==> config.mk <==
export PLATFORM = sky130hd
export DESIGN_NAME = taint_adder
export DESIGN_NICKNAME = d
export VERILOG_FILES = /design/src/rtl/taint_pkg.sv /design/src/rtl/taint_gates.sv /design/src/rtl/taint_mux.sv /design/src/rtl/taint_fa.sv /design/src/rtl/taint_adder.sv
export SDC_FILE = /design/constraint.sdc
export NUM_CORES = 1
export LEC_CHECK = 0
export ABC_AREA = 0
export BUFFER_PORTS_ARGS = -buffer_cell sky130_fd_sc_hd__buf_2
export CORE_UTILIZATION = 49
export DETAILED_ROUTE_END_ITERATION = 12
export GPL_TIMING_DRIVEN = 0
export PLACE_DENSITY = 0.92
export SKIP_LAST_GASP = 1
export SYNTH_ARGS = -nofsm -noshare
export SYNTH_HDL_FRONTEND = slang
export SYNTH_SLANG_ARGS = --single-unit
==> constraint.sdc <==
create_clock -name vclk -period 2.6
set_input_delay 0.13 -clock vclk [all_inputs]
set_output_delay 0.13 -clock vclk [all_outputs]
set_load 0.02 [all_outputs]
==> src/rtl/taint_pkg.sv <==
package taint_pkg;
   // One data bit paired with its tag.
   typedef struct packed {
      logic v;
      logic t;
   } tbit_t;
endpackage

==> src/rtl/taint_gates.sv <==
module tg_not
   import taint_pkg::*;
(
   input  tbit_t a,
   output tbit_t y
);
   assign y.v = ~a.v;
   assign y.t = a.t;
endmodule

module tg_and
   import taint_pkg::*;
(
   input  tbit_t a,
   input  tbit_t b,
   output tbit_t y
);
   assign y.v = a.v & b.v;
   // a tagged input matters only if the other side does not force 0
   assign y.t = (a.v & b.t) | (b.v & a.t) | (a.t & b.t);
endmodule

module tg_nand
   import taint_pkg::*;
(
   input  tbit_t a,
   input  tbit_t b,
   output tbit_t y
);
   assign y.v = ~(a.v & b.v);
   assign y.t = (a.v & b.t) | (b.v & a.t) | (a.t & b.t);
endmodule

module tg_or
   import taint_pkg::*;
(
   input  tbit_t a,
   input  tbit_t b,
   output tbit_t y
);
   assign y.v = a.v | b.v;
   // a tagged input matters only if the other side does not force 1
   assign y.t = (~a.v & b.t) | (~b.v & a.t) | (a.t & b.t);
endmodule

// XOR composed from four NAND shadows
module tg_xor
   import taint_pkg::*;
(
   input  tbit_t a,
   input  tbit_t b,
   output tbit_t y
);
   tbit_t n_ab, n_a, n_b;

   tg_nand u_n0 (.a(a),   .b(b),    .y(n_ab));
   tg_nand u_n1 (.a(a),   .b(n_ab), .y(n_a));
   tg_nand u_n2 (.a(b),   .b(n_ab), .y(n_b));
   tg_nand u_n3 (.a(n_a), .b(n_b),  .y(y));
endmodule

==> src/rtl/taint_mux.sv <==
module tg_mux
   import taint_pkg::*;
#(
   parameter int PRECISE = 0
) (
   input  tbit_t d0,
   input  tbit_t d1,
   input  tbit_t sel,
   output tbit_t y
);
   tbit_t sel_n, pick0, pick1, pick_or;

   if (PRECISE != 0 && PRECISE != 1) begin : g_bad_mode
      $error("tg_mux: PRECISE must be 0 or 1");
   end

   tg_not u_inv  (.a(sel),   .y(sel_n));
   tg_and u_p0   (.a(sel_n), .b(d0),    .y(pick0));
   tg_and u_p1   (.a(sel),   .b(d1),    .y(pick1));
   tg_or  u_join (.a(pick0), .b(pick1), .y(pick_or));

   if (PRECISE == 1) begin : g_consensus
      tbit_t both;
      // redundant d0&d1 product: hides a tagged select when inputs agree at 1
      tg_and u_cons (.a(d0),      .b(d1),   .y(both));
      tg_or  u_fold (.a(pick_or), .b(both), .y(y));
   end else begin : g_plain
      assign y = pick_or;
   end
endmodule

==> src/rtl/taint_fa.sv <==
module tg_full_add
   import taint_pkg::*;
#(
   parameter int PRECISE_MUX = 0
) (
   input  tbit_t a,
   input  tbit_t b,
   input  tbit_t ci,
   output tbit_t s,
   output tbit_t co
);
   tbit_t prop;

   tg_xor u_x0 (.a(a),    .b(b),  .y(prop));
   tg_xor u_x1 (.a(prop), .b(ci), .y(s));

   // carry: propagate passes ci, otherwise a==b so b is the carry
   tg_mux #(.PRECISE(PRECISE_MUX)) u_cy (
      .d0 (b),
      .d1 (ci),
      .sel(prop),
      .y  (co)
   );
endmodule

==> src/rtl/taint_adder.sv <==
module taint_adder
   import taint_pkg::*;
#(
   parameter int WIDTH       = 4,
   parameter int PRECISE_MUX = 1
) (
   input  logic [WIDTH-1:0] add_a,
   input  logic [WIDTH-1:0] add_a_tg,
   input  logic [WIDTH-1:0] add_b,
   input  logic [WIDTH-1:0] add_b_tg,
   input  logic             add_ci,
   input  logic             add_ci_tg,
   output logic [WIDTH-1:0] add_s,
   output logic [WIDTH-1:0] add_s_tg,
   output logic             add_co,
   output logic             add_co_tg,
   input  logic             mx_d0,
   input  logic             mx_d0_tg,
   input  logic             mx_d1,
   input  logic             mx_d1_tg,
   input  logic             mx_sel,
   input  logic             mx_sel_tg,
   output logic             mx_y,
   output logic             mx_y_tg
);
   localparam int CHAIN = WIDTH + 1;

   if (WIDTH < 1) begin : g_bad_width
      $error("taint_adder: WIDTH must be at least 1");
   end
   if (PRECISE_MUX != 0 && PRECISE_MUX != 1) begin : g_bad_mode
      $error("taint_adder: PRECISE_MUX must be 0 or 1");
   end

   tbit_t op_a [WIDTH];
   tbit_t op_b [WIDTH];
   tbit_t sm   [WIDTH];
   tbit_t cy   [CHAIN];

   assign cy[0].v = add_ci;
   assign cy[0].t = add_ci_tg;

   for (genvar i = 0; i < WIDTH; i++) begin : g_stage
      assign op_a[i].v = add_a[i];
      assign op_a[i].t = add_a_tg[i];
      assign op_b[i].v = add_b[i];
      assign op_b[i].t = add_b_tg[i];

      tg_full_add #(.PRECISE_MUX(PRECISE_MUX)) u_fa (
         .a (op_a[i]),
         .b (op_b[i]),
         .ci(cy[i]),
         .s (sm[i]),
         .co(cy[i+1])
      );

      assign add_s[i]    = sm[i].v;
      assign add_s_tg[i] = sm[i].t;
   end

   assign add_co    = cy[WIDTH].v;
   assign add_co_tg = cy[WIDTH].t;

   // standalone selector lane
   tbit_t m0, m1, ms, my;
   assign m0 = '{v: mx_d0,  t: mx_d0_tg};
   assign m1 = '{v: mx_d1,  t: mx_d1_tg};
   assign ms = '{v: mx_sel, t: mx_sel_tg};

   tg_mux #(.PRECISE(PRECISE_MUX)) u_lane (
      .d0 (m0),
      .d1 (m1),
      .sel(ms),
      .y  (my)
   );

   assign mx_y    = my.v;
   assign mx_y_tg = my.t;
endmodule


==> results_dict.tcl, run 1 <==
set metrics [dict create \
    drive_gt1_share_pct 38.2 \
    grt_usage_pct 25.6 \
    antenna_found_initial 0 \
    max_freq_mhz 388 \
    fillers 145 \
    postSynthNetCount 203 \
    critical_path_required_ns 2.47 \
    start_kind "primary input" \
    gr-total-overflow 0 \
    postSynthCellCount 155 \
    maxCapViolCount 0 \
    ios 36 \
    hold_class "primary input to output port" \
    first_iter_violations 31 \
    dieWidth_um 49.2 \
    tightestPinTransition_ns 0.490 \
    status "complete, no violations" \
    grt_pass1_vias 1276 \
    fp-row-count 16 \
    p_seq_share_pct 0 \
    synth_area_um2 1090 \
    drcViolationCount 0 \
    hold_start "mx_sel_tg" \
    dpl_cell_area_um2 1340 \
    yosys.cell_types.count 39 \
    rsz0062_at_grt "true" \
    synth_top_area_share_pct 27.5 \
    wl_per_cell_um 13.4 \
    relSlewSlack_pct 67.1 \
    worstHoldPathCells 3 \
    portBuffers 36 \
    crit_fanout 7 \
    dieHeight_um 49.2 \
    initial_core_util_pct 54.0 \
    p_leak_nw 0.736 \
    final_area_um2 1550 \
    cp-end-kind "output port" \
    multi_input_area_um2 1080 \
    intPower_uw 177 \
    fin_nets 257 \
    ys_warn_count 0 \
    fin_util_pct 76.4 \
    routed_wl_um 3130 \
    hold_end "mx_y_tg" \
    place_congestion 0.836 \
    area_growth_pct 41.5 \
    ant_nets 0 \
    grt_pass1_wl_um 5200 \
    nClkBuffers 0 \
    ys_seq_area_share_pct 0 \
    synth.avg_cell_area_um2 7.05 \
    vdd_drop_max_v 0.000153 \
    nFlopsAndLatches 0 \
    finalHoldViolations 0 \
    share_comb_of_total_power_pct 100.0 \
    viasPerCell 5.89 \
    finalPower_uw 410 \
    core_um2 2020 \
    num_antenna_cells 0 \
    worstPathArrival_ns 2.45 \
    yosys.area.top_type "ha_1" \
    dieArea_um2 2420 \
    regArea_um2 0 \
    finalSetupViolCount 0 \
    grt_max_degree 10 \
    finalCriticalPeriod_ns 2.58 \
    synth_area_leaders "ha_1 (27%), o21ai_0 (8.2%), inv_1 (6.9%)" \
    slew_violations 0 \
    finalCritPeriodShare_pct 99.2 \
    hpwl_um 2210 \
    clkPwrFrac_pct 0 \
    p_per_area_nw_per_um2 266 \
    critPathKind "primary input to output port" \
    vias 1379 \
    p_sw_share_pct 56.8 \
    power_switching_uw 233 \
    first_pass_iters 4 \
]
## Yosys cell counts (all sizes together) (3+ instances only)
cell type  instances
mux2               3
nor2              19
a21oi             14
o21a               5
nand2             11
o31ai              6
inv               23
o21ai             19
ha                24
## placed cells by master, fill, tap and decap left out, types with 3 or more instances in the layout
cell type / count
nand2_1: 11
inv_1: 17
buf_4: 17
inv_4: 3
o31ai_1: 5
buf_2: 32
a21oi_1: 12
nor2_1: 19
o21a_1: 5
ha_1: 21
o21ai_0: 17
ha_4: 3
## stage by stage
step / TNS, ns / instances / setup WS (ns) / hold WS [ns]
after floorplan: 0 / 155 / 0.0655 / 0.449
after detailed placement: -0.580 / 218 / -0.317 / 0.599
final: 0 / 234 / 0.0213 / 0.602
after CTS: 0 / 229 / 0.0106 / 0.602
after global placement: -0.464 / 218 / -0.252 / 0.607
after global routing: -0.193 / 234 / -0.109 / 0.646
## final cells by class
cell class                      count  share of cell area, %
Timing Repair Buffer               52                   21.1
Tap cell                           27                   2.19
Inverter                           23                   6.72
Multi-Input combinational cell    132                   70.0
## worst max-delay path by stage
stage | startpoint | end | slack, ns | cells past startpoint
floorplan | add_a[0] | add_co_tg | 0.07 | 13
global placement | add_a[0] | add_co_tg | -0.25 | 15
detailed placement | add_a[0] | add_co_tg | -0.32 | 15
CTS | add_a[1] | add_co_tg | 0.01 | 14
global route | add_a[0] | add_s_tg[3] | -0.11 | 16
finish | add_b[0] | add_s_tg[3] | 0.02 | 15
## cells by family (layout without fill, tap and decap cells)
group,count (synthesis),in the layout,share of synthesized area (%)
fa+ha+maj,24,24,27.5
mux,4,4,5.50
xor+xnor,1,1,0.802
simple gates,39,39,15.8
compound gates,64,64,41.8
buf+inv,23,75,8.59
## metal layers
| metal | GRT usage (%) | share of wire [%] | wire length (µm) |
|---|---|---|---|
| met4 | 5.39 | 2.7 | 85 |
| met2 | 54.1 | 54 | 1690 |
| met5 | 0 | 0 | 0 |
| met1 | 26.8 | 39 | 1220 |
| met3 | 0.935 | 4.3 | 134 |
## power by group through the flow
stage	combinational (mW)	clock, mW	sequential [mW]
finish	0.410	0	0
CTS	0.375	0	0
detailed placement	0.332	0	0
global route	0.449	0	0
floorplan	0.242	0	0
global placement	0.316	0	0
## critical path, stage by stage
cell and delay, ns:
buf_8 0.11, ha_4 0.24, mux2_4 0.23, inv_6 0.04, mux2i_4 0.21, buf_6 0.16
inv_6 0.04, o21ai_4 0.21, inv_4 0.06, a21oi_2 0.14, a211oi_2 0.05, a311oi_2 0.36
o211ai_1 0.15, o2bb2ai_1 0.15, buf_4 0.15
## what timing repair did
action / 4_1_cts / 5_1_grt
hold buffers: 0 / 0
pin swaps: 11 / 7
setup buffers: 11 / 5
gates resized for setup: 13 / 10
endpoints found under the setup margin: 2 / 2
Note: power is estimated with default switching activity, not from simulation.
==> run 2: changes to the inputs <==
--- a/config.mk
+++ b/config.mk
@@ -7,9 +7,11 @@
 export LEC_CHECK = 0
 export ABC_AREA = 0
 export BUFFER_PORTS_ARGS = -buffer_cell sky130_fd_sc_hd__buf_2
+export CAP_MARGIN = 0
 export CORE_UTILIZATION = 49
 export DETAILED_ROUTE_END_ITERATION = 12
 export GPL_TIMING_DRIVEN = 0
+export MAX_ROUTING_LAYER = met4
 export PLACE_DENSITY = 0.92
 export SKIP_LAST_GASP = 1
 export SYNTH_ARGS = -nofsm -noshare
==> run 2 against run 1 <==
Final cell count unchanged. Critical path depth did not move. Non-clock buffer count is the same. Via count unchanged. Flip-flop and latch count is the same. Power barely moved. Utilization unchanged. Critical endpoint unchanged.
==> results_dict.tcl, run 2 (same netlist as run 1, synthesis figures left out) <==
set metrics [dict create \
    ant_nets 0 \
    num_antenna_cells 0 \
    multi_input_area_um2 1080 \
    portBuffers 36 \
    fp-row-count 16 \
    slew_violations 0 \
    grt_max_degree 10 \
    finalSetupViolCount 0 \
    nFlopsAndLatches 0 \
    critical_path_required_ns 2.47 \
    grt_pass1_wl_um 5200 \
    max_freq_mhz 388 \
    cp-end-kind "output port" \
    grt.met3_usage_pct 0.623 \
    critPathCapture "add_s_tg[3]" \
    tightestPinTransition_ns 0.490 \
    rsz0062_at_grt "true" \
    use_met2_pct 54.1 \
    status "complete, no violations" \
    vias 1379 \
    area_growth_pct 41.5 \
    grt_pass1_vias 1276 \
    p_per_area_nw_per_um2 266 \
    start_kind "primary input" \
    hpwl_um 2210 \
    worstPathArrival_ns 2.45 \
    top_usage_layer "met2" \
    drcViolationCount 0 \
    crit_path_start "add_b[0]" \
    p_sw_share_pct 56.8 \
    first_iter_violations 31 \
    core_um2 2020 \
    post-place-ws_ns -0.317 \
    p_seq_share_pct 0 \
    viasPerCell 5.89 \
    critPathKind "primary input to output port" \
    regArea_um2 0 \
    maxCapViolCount 0 \
    vdd_drop_max_v 0.000153 \
    fin_tns_setup_ns 0 \
    setup_ws_ns 0.0216 \
    finalPower_uw 410 \
    routed_wl_um 3130 \
    fin_nets 257 \
    finalCritPeriodShare_pct 99.2 \
    hold_class "primary input to output port" \
    share_comb_of_total_power_pct 100.0 \
    wl_per_cell_um 13.4 \
    p_leak_nw 0.736 \
    antenna_found_initial 0 \
    fillers 145 \
    dieArea_um2 2420 \
    mostFrequentLayoutCell "buf_2" \
    finalHoldViolations 0 \
    grt_usage_pct 26.3 \
    gr-total-overflow 0 \
    crit_fanout 7 \
    nClkBuffers 0 \
    dieWidth_um 49.2 \
    drive_gt1_share_pct 38.2 \
    first_pass_iters 4 \
    grt_use_met1_pct 27.0 \
    place_congestion 0.849 \
    initial_core_util_pct 54.0 \
    power_switching_uw 233 \
    clkPwrFrac_pct 0 \
    dieHeight_um 49.2 \
    finalCriticalPeriod_ns 2.58 \
    intPower_uw 177 \
    layout_common_cells "buf_2 (32), ha_1 (21), nor2_1 (19)" \
    relSlewSlack_pct 67.1 \
    ios 36 \
]
## run 2: layout make-up
| cell class | count | area share [%] |
|---|---|---|
| Tap cell | 27 | 2.19 |
| Timing Repair Buffer | 52 | 21.1 |
| Multi-Input combinational cell | 132 | 70.0 |
| Inverter | 23 | 6.72 |
## run 2: metrics by stage
| stage | std cells | hold slack, ns | util [%] | area [µm²] |
|---|---|---|---|---|
| global placement | 218 | 0.607 | 66.2 | 1340 |
| global route | 234 | 0.646 | 76.4 | 1550 |
| CTS | 229 | 0.602 | 73.1 | 1480 |
| floorplan | 155 | 0.449 | - | 1120 |
| finish | 234 | 0.602 | 76.4 | 1550 |
| detailed placement | 218 | 0.599 | 66.2 | 1340 |
## run 2: repair_timing
item / CTS / global route
hold endpoints to repair: 0 / 0
hold buffers: 0 / 0
gates resized for setup: 13 / 10
endpoints found under the setup margin: 2 / 2
setup buffers: 11 / 5
pin swaps: 11 / 7
## run 2: worst min-delay path by stage
| stage | start | endpoint | slack [ns] | depth (start not counted) |
|---|---|---|---|---|
| CTS | mx_sel_tg | mx_y_tg | 0.60 | 3 |
| finish | mx_sel_tg | mx_y_tg | 0.60 | 3 |
| global placement | mx_sel_tg | mx_y_tg | 0.61 | 3 |
| global route | mx_sel_tg | mx_y_tg | 0.65 | 3 |
| floorplan | mx_d0 | mx_y | 0.45 | 1 |
| detailed placement | mx_sel_tg | mx_y_tg | 0.60 | 3 |
## run 2: critical path, stage by stage
cell and delay, ns:
buf_8 0.11, ha_4 0.24, mux2_4 0.23, inv_6 0.04, mux2i_4 0.21, buf_6 0.16, inv_6 0.04, o21ai_4 0.21
inv_4 0.06, a21oi_2 0.14, a211oi_2 0.05, a311oi_2 0.36, o211ai_1 0.15, o2bb2ai_1 0.15, buf_4 0.15
## run 2: metal layers
layer | part of all wire, % | wire length, µm | vias up
met5 | 0 | 0 | -
met4 | 2.7 | 85 | 0
met3 | 4.1 | 129 | 14
met2 | 54 | 1690 | 51
met1 | 39 | 1220 | 642
li1 | - | - | 672
## run 2: power groups by stage
| stage | sequential, mW | combinational, mW | clock [mW] |
|---|---|---|---|
| 2_1_floorplan | 0 | 0.242 | 0 |
| 3_3_place_gp | 0 | 0.316 | 0 |
| 3_5_place_dp | 0 | 0.332 | 0 |
| 4_1_cts | 0 | 0.375 | 0 |
| 5_1_grt | 0 | 0.449 | 0 |
| 6_report | 0 | 0.410 | 0 |
